**src/rtl/crgPkg.sv**
```systemverilog
package crgPkg;

  // Strobes from the control module to the hold-bit datapath
  typedef struct packed {
    logic loadStraps;  // synchronized reset active: track straps
    logic applyHost;   // host clear mask is valid this cycle
    logic applyCore;   // core clear mask is valid this cycle
  } crgStrobeT;

endpackage

```
**src/rtl/crgCtrl.sv**
```systemverilog
module crgCtrl
  import crgPkg::*;
#(
  parameter int SYNC_STAGES = 2
) (
  input  logic      clk,
  input  logic      sysRstN,
  input  logic      hostWrEn,
  input  logic      coreWrEn,
  output logic      sysRstSync,
  output crgStrobeT strobe
);

  localparam int LAST_STAGE = SYNC_STAGES - 1;

  logic [SYNC_STAGES-1:0] syncChain;

  // Asynchronous assertion, release shifted in as zeros from the LSB
  always_ff @(posedge clk or negedge sysRstN) begin
    if (!sysRstN) begin
      syncChain <= '1;
    end else begin
      syncChain <= syncChain << 1;
    end
  end

  assign sysRstSync = syncChain[LAST_STAGE];

  always_comb begin
    strobe.loadStraps = sysRstSync;
    strobe.applyHost  = !sysRstSync && hostWrEn;
    strobe.applyCore  = !sysRstSync && coreWrEn;
  end

  AST_SYNC_RELEASE_STICKS: assert property (@(posedge clk) disable iff (!sysRstN)
    !sysRstSync |=> !sysRstSync);

endmodule

```
**src/rtl/crgHoldPath.sv**
```systemverilog
module crgHoldPath
  import crgPkg::*;
#(
  parameter int NUM_CORES = 2,
  parameter int DATA_W    = 32
) (
  input  logic                 clk,
  input  logic                 sysRstN,
  input  crgStrobeT            strobe,
  input  logic [NUM_CORES-1:0] strapHoldN,
  input  logic [NUM_CORES-1:0] hostWrData,
  input  logic [NUM_CORES-1:0] coreWrData,
  output logic [NUM_CORES-1:0] holdQ,
  output logic [DATA_W-1:0]    rdData
);

  localparam int PAD_W = DATA_W - NUM_CORES;

  logic [NUM_CORES-1:0] clrMask;

  always_comb begin
    clrMask = '0;
    if (strobe.applyHost) clrMask = clrMask | hostWrData;
    if (strobe.applyCore) clrMask = clrMask | coreWrData;
  end

  always_ff @(posedge clk or negedge sysRstN) begin
    if (!sysRstN) begin
      holdQ <= '1;
    end else if (strobe.loadStraps) begin
      holdQ <= ~strapHoldN;
    end else begin
      holdQ <= holdQ & ~clrMask;
    end
  end

  assign rdData = {{PAD_W{1'b0}}, holdQ};

  AST_STRAP_CAPTURE: assert property (@(posedge clk) disable iff (!sysRstN)
    strobe.loadStraps |=> (holdQ == ~$past(strapHoldN)));

  AST_HOLD_NEVER_SETS: assert property (@(posedge clk) disable iff (!sysRstN)
    !strobe.loadStraps |=> ((holdQ & ~$past(holdQ)) == '0));

  AST_IDLE_STABLE: assert property (@(posedge clk) disable iff (!sysRstN)
    (!strobe.loadStraps && !strobe.applyHost && !strobe.applyCore) |=> $stable(holdQ));

  AST_HOST_CLEARS: assert property (@(posedge clk) disable iff (!sysRstN)
    strobe.applyHost |=> ((holdQ & $past(hostWrData)) == '0));

  AST_CORE_CLEARS: assert property (@(posedge clk) disable iff (!sysRstN)
    strobe.applyCore |=> ((holdQ & $past(coreWrData)) == '0));

endmodule

```
**src/rtl/coreRunGate.sv**
```systemverilog
module coreRunGate
  import crgPkg::*;
#(
  parameter int NUM_CORES   = 2,
  parameter int DATA_W      = 32,
  parameter int SYNC_STAGES = 2
) (
  input  logic                 clk,
  input  logic                 sysRstN,
  input  logic [NUM_CORES-1:0] strapHoldN,
  input  logic                 hostWrEn,
  input  logic [NUM_CORES-1:0] hostWrData,
  input  logic                 coreWrEn,
  input  logic [NUM_CORES-1:0] coreWrData,
  output logic [NUM_CORES-1:0] coreRst,
  output logic [DATA_W-1:0]    holdRdData
);

  logic                 sysRstSync;
  crgStrobeT            strobe;
  logic [NUM_CORES-1:0] holdQ;

  crgCtrl #(
    .SYNC_STAGES(SYNC_STAGES)
  ) i_ctrl (
    .clk       (clk),
    .sysRstN   (sysRstN),
    .hostWrEn  (hostWrEn),
    .coreWrEn  (coreWrEn),
    .sysRstSync(sysRstSync),
    .strobe    (strobe)
  );

  crgHoldPath #(
    .NUM_CORES(NUM_CORES),
    .DATA_W   (DATA_W)
  ) i_path (
    .clk       (clk),
    .sysRstN   (sysRstN),
    .strobe    (strobe),
    .strapHoldN(strapHoldN),
    .hostWrData(hostWrData),
    .coreWrData(coreWrData),
    .holdQ     (holdQ),
    .rdData    (holdRdData)
  );

  for (genvar gi = 0; gi < NUM_CORES; gi++) begin : g_core
    assign coreRst[gi] = sysRstSync | holdQ[gi];

    AST_NO_REENTRY: assert property (@(posedge clk) disable iff (!sysRstN)
      !coreRst[gi] |=> !coreRst[gi]);
  end

endmodule

```
**config.mk**
```make
export PLATFORM = sky130hd
export DESIGN_NAME = coreRunGate
export DESIGN_NICKNAME = d
export VERILOG_FILES = /design/src/rtl/crgPkg.sv /design/src/rtl/crgCtrl.sv /design/src/rtl/crgHoldPath.sv /design/src/rtl/coreRunGate.sv
export SDC_FILE = /design/constraint.sdc
export NUM_CORES = 1
export LEC_CHECK = 0
export BUFFER_PORTS_ARGS = -buffer_cell sky130_fd_sc_hd__buf_4
export CAP_MARGIN = 5
export CELL_PAD_IN_SITES_DETAIL_PLACEMENT = 2
export CELL_PAD_IN_SITES_GLOBAL_PLACEMENT = 2
export CORE_MARGIN = 3
export CORE_UTILIZATION = 17
export CTS_CLUSTER_DIAMETER = 40
export CTS_CLUSTER_SIZE = 30
export DETAILED_ROUTE_END_ITERATION = 10
export PLACE_DENSITY_LB_ADDON = 0.1
export SYNTH_ARGS = -nofsm -noshare
export SYNTH_HDL_FRONTEND = slang
export SYNTH_HIERARCHICAL = 1
export SYNTH_SLANG_ARGS = --single-unit
```
**constraint.sdc**
```tcl
create_clock -name clk -period 1.41 [get_ports clk]
set_input_delay 0 -clock clk [delete_from_list [all_inputs] [get_ports clk]]
set_output_delay 0 -clock clk [all_outputs]
set_load 0.1 [all_outputs]
```
==> qor.txt, run 1 <==
Max stage delay cell, worst path -> dfstp_2
Synthesis Warnings -> 6
Via count -> 271
Crit path capture -> coreRst[1]
I/O Pins -> 44
Final-layout fill cell count -> 287
CP arrival -> 1.20 ns
First-pass GRT wire length -> 1.20 mm
Core Util, Final -> 20.4%
Multi-input gate area -> 193 sq um
Share of layout cells above drive strength 1 -> 32.3%
Fmax -> 835 MHz
Max-slew violations -> 0
PortBufs -> 13
Peak supply drop -> 552 uV
H-tree depth -> 1
Worst-case clock buffer depth -> 2
Global route overflow -> 0
Worst skew pair latency -> 0.23 ns
Cell family with most CP delay -> flip-flops
Post-synthesis cell count -> 51
Hold slack -> 0.0443 ns
Tcrit/Tclk final -> 84.9%
Syn Area/Cell -> 8.64 sq um
TritonCTS clock tree -> yes
Avg Vias per Cell -> 2.91
Max Cap Viol -> 0
Worst slack, placed -> 0.381 ns
Leakage power total -> 0.263 nW
DRC viols -> 0
Post-route setup slack -> 0.213 ns
Hold Crit Class -> in -> reg
Root Buffer -> clkbuf_4
Max FO, Critical Path -> 7
Routed wire length -> 783 um
Worst setup path start -> i_ctrl/syncChain[1]
Crit path depth -> 2
CP Buf/Inv Count -> 1
All-Layer GR Usage -> 5.03%
P&R area growth vs syn -> 8.24%
Worst setup path class -> reg -> out
Worst reg2reg path endpoint -> i_path/holdQ[1]
DRT Pass-1 Iters -> 2
Critical Path Max Stage Delay -> 0.57 ns
Final setup fails -> 0
Critical Path Source Type -> register
Largest net degree at the start of global routing -> 8
Vias in the first global route -> 263
Crit path capture type -> output pin
Remaining antenna violation count -> 0
Full die area -> 0.00324 sq mm
Die width -> 56.9 um
RSZ-0062 raised after global routing -> false
Clock transition at path regs -> 0.04 ns
Final min period -> 1.20 ns
Share of the yosys chip area belonging to registers -> 23.9%
Seq. cell area -> 105 sq um
Setup TNS -> 0 ns
CP required -> 1.41 ns
Netlist cell types -> 11
R2R cell count -> 3
Hold Fails Final Rpt -> 0
Worst-path cell chain -> or2_1, buf_4
Skew final -> 0.00331 ns
Dpl hpwl -> 698 um
# diodes -> 0
Core Rows -> 17
TritonCTS Buffers -> 3
Starting Density -> 18.8%
Reg-to-reg slack, setup -> 0.38 ns
Core area -> 0.00234 sq mm
Status -> finished clean
Detailed Route Iter0 Violations -> 2
DIE HEIGHT -> 56.9 um
PD cells -> 1590 mW/mm^2
WL/cell -> 8.42 um
#FFs+latches synth -> 4
Placer congestion estimate -> 0.650
Initial antenna violation count -> 0
NumNets Final -> 77
Synthesized area -> 440 sq um
Clock sinks -> 4
Reg2Reg Launch Point -> i_ctrl/syncChain[1]
==> per-layer routing <==
layer	GRT usage (%)	wire, um	part of all wire (%)	up-vias
li1	-	-	-	123
met4	2.98	0	0	0
met2	8.16	401	51	25
met3	3.91	132	17	0
met1	4.35	249	32	123
met5	0	0	0	-
==> worst min-delay path: cells and delay by family <==
| family | cells | cell delay (ns) |
|---|---|---|
| AO/OA/AOI/OAI | 2 | 0.19 |
| buffers and inverters | 1 | 0.08 |
==> synth_stat cells, drive strengths merged <==
cell type / instances / share of area (%)
a22o: 1 / 2.0
conb: 2 / 1.7
nand2: 2 / 1.7
buf: 33 / 56
dfstp: 4 / 24
o22ai: 1 / 2.8
nand2b: 1 / 1.4
or2: 2 / 2.8
nor2b: 3 / 4.3
a41o: 1 / 2.3
inv: 1 / 0.85
==> flip-flops by register name, indices dropped and copies added (netlist names) <==
| signal | flops |
|---|---|
| i_ctrl/syncChain | 2 |
| i_path/holdQ | 2 |
==> per-stage QoR <==
stage / instances / power (W) / area, sq um
floorplan: 80 / 0.000646 / 549
global placement: 88 / 0.000614 / 434
detailed placement: 88 / 0.000613 / 434
CTS: 93 / 0.000771 / 477
global route: 93 / 0.000794 / 477
finish: 93 / 0.000758 / 477
==> how the worst min path moves through the flow <==
stage	depth (start not counted)	endpoint	from
detailed placement	1	i_path/holdQ[0]	sysRstN
global route	3	i_path/holdQ[1]	coreWrData[1]
CTS	3	i_path/holdQ[1]	coreWrData[1]
finish	3	i_path/holdQ[1]	coreWrData[1]
global placement	1	i_path/holdQ[0]	sysRstN
floorplan	0	i_ctrl/syncChain[0]	sysRstN
==> what timing repair did <==
action / 4_1_cts / 5_1_grt
setup buffers: 0 / 0
endpoints found under the setup margin: 0 / 0
resized for setup: 0 / 0
endpoints found under the hold margin: 5 / 0
hold buffers: 2 / 0
==> layout make-up <==
cell class	count	area share, %
sequential	4	22.0
multi-input combinational	42	40.4
inverter	1	0.787
timing repair buffer	15	24.7
clock buffer	3	4.72
tap	28	7.35
==> cell families after synthesis <==
kind of cell	count (synthesis)	share of synthesized area, %
buffers and inverters	34	57.1
and+or+nand+nor	8	10.2
AOI/OAI and AO/OA	3	7.10
DFF	4	23.9
other	2	1.71
==> report_power, final <==
part	switching (W)	leakage (nW)	internal [W]	total [W]
Sequential	0.00000672	0.0420	0.000130	0.000137
Combinational	0.000438	0.207	0.0000427	0.000480
Clock	0.0000458	0.0138	0.0000951	0.000141
Total	0.000490	0.263	0.000268	0.000758
==> cells in the final DEF (no fill, tap or decap) <==
cell / n
conb_1: 31
buf_4: 13
dfstp_2: 4
clkbuf_4: 3
nor2b_1: 3
or2_1: 2
dlygate4sd3_1: 2
nand2_1: 2
inv_1: 1
a41o_1: 1
nand2b_1: 1
a22o_1: 1
o22ai_2: 1
Note: power is estimated with default switching activity, not from simulation.
==> run 2: changes to the inputs <==
CORE_UTILIZATION = 14   (was 17)
clock period = 1 ns   (was 1.41 ns; I/O delays follow)
==> qor.txt, run 2 (synthesis gave the netlist of run 1 again) <==
PD cells -> 1950 mW/mm^2
TritonCTS Buffers -> 3
Starting Density -> 15.3%
Hold Crit Class -> in -> reg
Multi-input gate area -> 200 sq um
H-tree depth -> 1
CP arrival -> 1.10 ns
Commonest non-fill, non-tap cell in the layout -> conb_1
Tcrit/Tclk final -> 110%
Max Cap Viol -> 0
Final min period -> 1.10 ns
Global route overflow -> 0
NumNets Final -> 80
Total chip power -> 0.00113 W
TritonCTS clock tree -> yes
Seq. cell area -> 105 sq um
CP required -> 1.00 ns
Max stage delay cell, worst path -> dfstp_2
DRT Pass-1 Iters -> 2
Core Rows -> 19
Fin cells -> 110
Via count -> 271
Dpl hpwl -> 722 um
All-Layer GR Usage -> 3.71%
Hold Fails Final Rpt -> 0
Core area -> 0.00288 sq mm
Share of layout cells above drive strength 1 -> 39.7%
WL/cell -> 7.42 um
Cell family with most CP delay -> flip-flops
Clock sinks -> 4
I/O Pins -> 44
Fmax -> 912 MHz
Full die area -> 0.00386 sq mm
Failing checks -> setup timing
Skew final -> 0.00326 ns
Detailed Route Iter0 Violations -> 1
DRC viols -> 0
CP Buf/Inv Count -> 1
Worst-path cell chain -> or2_4, buf_12
Root Buffer -> clkbuf_4
P&R area growth vs syn -> 31.3%
Final-layout fill cell count -> 345
Critical Path Max Stage Delay -> 0.56 ns
Post-route setup slack -> -0.0963 ns
Status -> finished with violations
Most frequent cells in the layout -> conb_1, buf_4, dfstp_2, buf_12, clkbuf_4
Placer congestion estimate -> 0.594
Largest registers -> i_ctrl/syncChain x2, i_path/holdQ x2
PortBufs -> 13
RSZ-0062 raised after global routing -> true
Routed wire length -> 816 um
Remaining antenna violation count -> 0
Largest net degree at the start of global routing -> 6
Critical Path Source Type -> register
Leakage power total -> 0.301 nW
Peak supply drop -> 532 uV
Clock transition at path regs -> 0.04 ns
Worst-case clock buffer depth -> 2
Vias in the first global route -> 231
Die width -> 62.1 um
Max-slew violations -> 0
First-pass GRT wire length -> 972 um
DIE HEIGHT -> 62.1 um
Final setup fails -> 5
# diodes -> 0
Avg Vias per Cell -> 2.46
Crit path capture type -> output pin
Placed Cells -> 103
Worst setup path class -> reg -> out
Core Util, Final -> 20.1%
Worst skew pair latency -> 0.23 ns
Max FO, Critical Path -> 5
Initial antenna violation count -> 0
[run 2: cell types whose count changed in the layout (fill, tap and decap cells not counted)]
cell | before | now
or2_1 | 2 | 0
buf_6 | 0 | 1
buf_12 | 0 | 4
buf_4 | 13 | 11
or2_4 | 0 | 2
nor2b_1 | 3 | 2
nor2b_2 | 0 | 1
[run 2: what timing repair did]
item / in CTS / in global routing
gates resized for setup: 15 / 1
buffers inserted: 1 / 1
hold buffers: 2 / 0
setup endpoints to repair: 6 / 5
hold endpoints to repair: 5 / 0
pin swaps: 3 / 0
[run 2: cell type report]
type,instances,share of cell area (%)
flip-flops and latches,4,18.2
inverters,1,0.649
clock buffers,3,3.90
repair buffers,18,33.5
multi-input cells,42,34.6
well taps,42,9.09
[run 2: report_power, final]
part           switching (W)  internal, W
sequential         0.0000118     0.000183
clock              0.0000630     0.000134
combinational       0.000626     0.000112
[run 2: metrics by stage]
step	hold WS (ns)	setup WS [ns]	cell area, sq um	setup TNS (ns)
after detailed placement	-0.0291	-0.0600	459	-0.0872
final	0.0619	-0.0963	578	-0.348
after CTS	0.0579	-0.130	568	-0.422
after global routing	0.0724	-0.146	578	-0.616
after global placement	-0.0306	-0.0753	459	-0.106
after floorplan	-0.148	0.0340	549	0
[run 2: final timing paths]
check / from / endpoint / slack [ns] / cells past startpoint
max: i_ctrl/syncChain[1] / coreRst[1] / -0.1 / 2
min: coreWrData[1] / i_path/holdQ[1] / 0.06 / 3
min in group asynchronous: sysRstN / i_ctrl/syncChain[0] / 0.26 / 2
max reg2reg: i_ctrl/syncChain[1] / i_path/holdQ[0] / -0.06 / 4
max in group asynchronous: sysRstN / i_path/holdQ[1] / 0.71 / 2
min reg2reg: i_ctrl/syncChain[0] / i_ctrl/syncChain[1] / 0.36 / 0
[run 2: metal layers]
layer	part of all wire (%)	GRT usage, %	up-vias
met3	14	3.31	0
met4	0	0.909	0
met2	55	5.92	23
met5	0	0	-
li1	-	-	129
met1	31	3.58	119
[run 2: worst reg2reg max path, cell delays in order, from the launching register on]
cell and delay, ns:
dfstp_2 0.56, buf_4 0.12, buf_6 0.08, inv_1 0.04, a41o_1 0.18
==> run 3: changes to the inputs <==
CORE_MARGIN = default   (was 3)
CORE_UTILIZATION = 16   (was 14)
clock period = 1.08 ns   (was 1 ns; I/O delays follow)
==> qor.txt, run 3 (synthesis gave the netlist of run 1 again) <==
CP required -> 1.08 ns
Fmax -> 896 MHz
Placer congestion estimate -> 0.673
Commonest non-fill, non-tap cell in the layout -> conb_1
Full die area -> 0.00297 sq mm
H-tree depth -> 1
TritonCTS Buffers -> 3
First-pass GRT wire length -> 993 um
R2R cell count -> 3
Post-route setup slack -> -0.0365 ns
Met2 usage -> 10.4%
Core Util, Final -> 20.3%
# diodes -> 0
CP arrival -> 1.12 ns
Worst-case clock buffer depth -> 2
Root Buffer -> clkbuf_4
Reg-to-reg slack, setup -> 0.04 ns
Met1 global-route usage -> 3.45%
Hold Crit Class -> in -> reg
I/O Pins -> 44
Max Cap Viol -> 0
Worst setup path class -> reg -> out
RSZ-0062 raised after global routing -> true
Worst skew pair latency -> 0.23 ns
DRT Pass-1 Iters -> 1
Avg Vias per Cell -> 2.80
Remaining antenna violation count -> 0
Max-slew violations -> 0
Critical Path Max Stage Delay -> 0.58 ns
P&R area growth vs syn -> 17.3%
Clock sinks -> 4
Worst reg2reg path endpoint -> i_path/holdQ[1]
Detailed Route Iter0 Violations -> 0
Global route overflow -> 0
Worst-path cell chain -> or2_4, buf_12
Max FO, Critical Path -> 7
DRC viols -> 0
Leakage power total -> 0.279 nW
Finished Cell Area -> 517 sq um
All-Layer GR Usage -> 5.68%
PD cells -> 1950 mW/mm^2
Most frequent cells in the layout -> conb_1, buf_4, dfstp_2
Largest registers -> i_ctrl/syncChain x2, i_path/holdQ x2
Initial antenna violation count -> 0
Clock transition at path regs -> 0.04 ns
DIE HEIGHT -> 54.5 um
Skew final -> 0.00285 ns
WL/cell -> 7.75 um
Crit path capture -> coreRst[1]
Setup TNS -> -0.0727 ns
Share of layout cells above drive strength 1 -> 35.4%
Post-CTS setup buffer count -> 0
Cell Area, Placed -> 437 sq um
Peak supply drop -> 519 uV
Failing checks -> setup timing
Tcrit/Tclk final -> 103%
Status -> finished with violations
Final setup fails -> 2
Vias in the first global route -> 239
Die width -> 54.5 um
Crit path capture type -> output pin
Hold slack -> 0.0614 ns
Reg2Reg Launch Point -> i_ctrl/syncChain[1]
TritonCTS clock tree -> yes
Hold Fails Final Rpt -> 0
Largest net degree at the start of global routing -> 8
PortBufs -> 13
Core Rows -> 18
Via count -> 266
Grt peak-use layer -> met2
Max stage delay cell, worst path -> dfstp_2
Worst setup path start -> i_ctrl/syncChain[1]
Critical Path Source Type -> register
Core area -> 0.00254 sq mm
Hold depth -> 3
Global-route met3 utilization -> 5.00%
Total chip power -> 0.00101 W
NumNets Final -> 77
Starting Density -> 17.3%
Final min period -> 1.12 ns
Routed wire length -> 736 um
## run 3: changes by cell type in the layout (fill, tap and decap cells not counted), sizes merged
cell	before	now
buf	16	13
## run 3: worst min path at each step
| stage | start | end | slack (ns) |
|---|---|---|---|
| final | coreWrData[1] | i_path/holdQ[1] | 0.06 |
| after detailed placement | sysRstN | i_ctrl/syncChain[0] | -0.03 |
| after CTS | coreWrData[1] | i_path/holdQ[1] | 0.07 |
| after global routing | coreWrData[1] | i_path/holdQ[1] | 0.06 |
| after global placement | sysRstN | i_path/holdQ[1] | -0.03 |
| after floorplan | sysRstN | i_ctrl/syncChain[0] | -0.15 |
## run 3: layer usage
metal,up-vias,part of all wire [%]
met5,-,0
met4,0,0
met3,0,11
met2,20,61
met1,124,27
li1,122,-
## run 3: what timing repair did
action                                  4_1_cts  5_1_grt
gates resized for setup                       8        2
hold endpoints to repair                      5        0
hold buffers                                  2        0
endpoints found under the setup margin        2        5
pin swaps                                     1        1
## run 3: through the flow
step | worst slack, ns | cells
final | -0.0365 | 95
after global routing | -0.0835 | 95
after CTS | -0.0544 | 95
after detailed placement | 0.0172 | 90
after global placement | 0.0362 | 90
after floorplan | 0.114 | 80
## run 3: cell type report
class	instances	area [sq um]
clock buffers	3	22.5
flip-flops and latches	4	105
well taps	30	37.5
repair buffers	15	150
inverters	1	3.75
fillers	303	2030
multi-input cells	42	198
## run 3: worst max-delay path, delay by kind of cell (launching register included)
kind	cells	cell delay, ns
flip-flops	1	0.58
buffers and inverters	1	0.16
AND/OR/NAND/NOR	1	0.15
## run 3: power by group
group          internal, W  switching, W  leakage, nW
Sequential        0.000170     0.0000110       0.0420
Clock             0.000124     0.0000510       0.0138
Combinational    0.0000801      0.000575        0.223
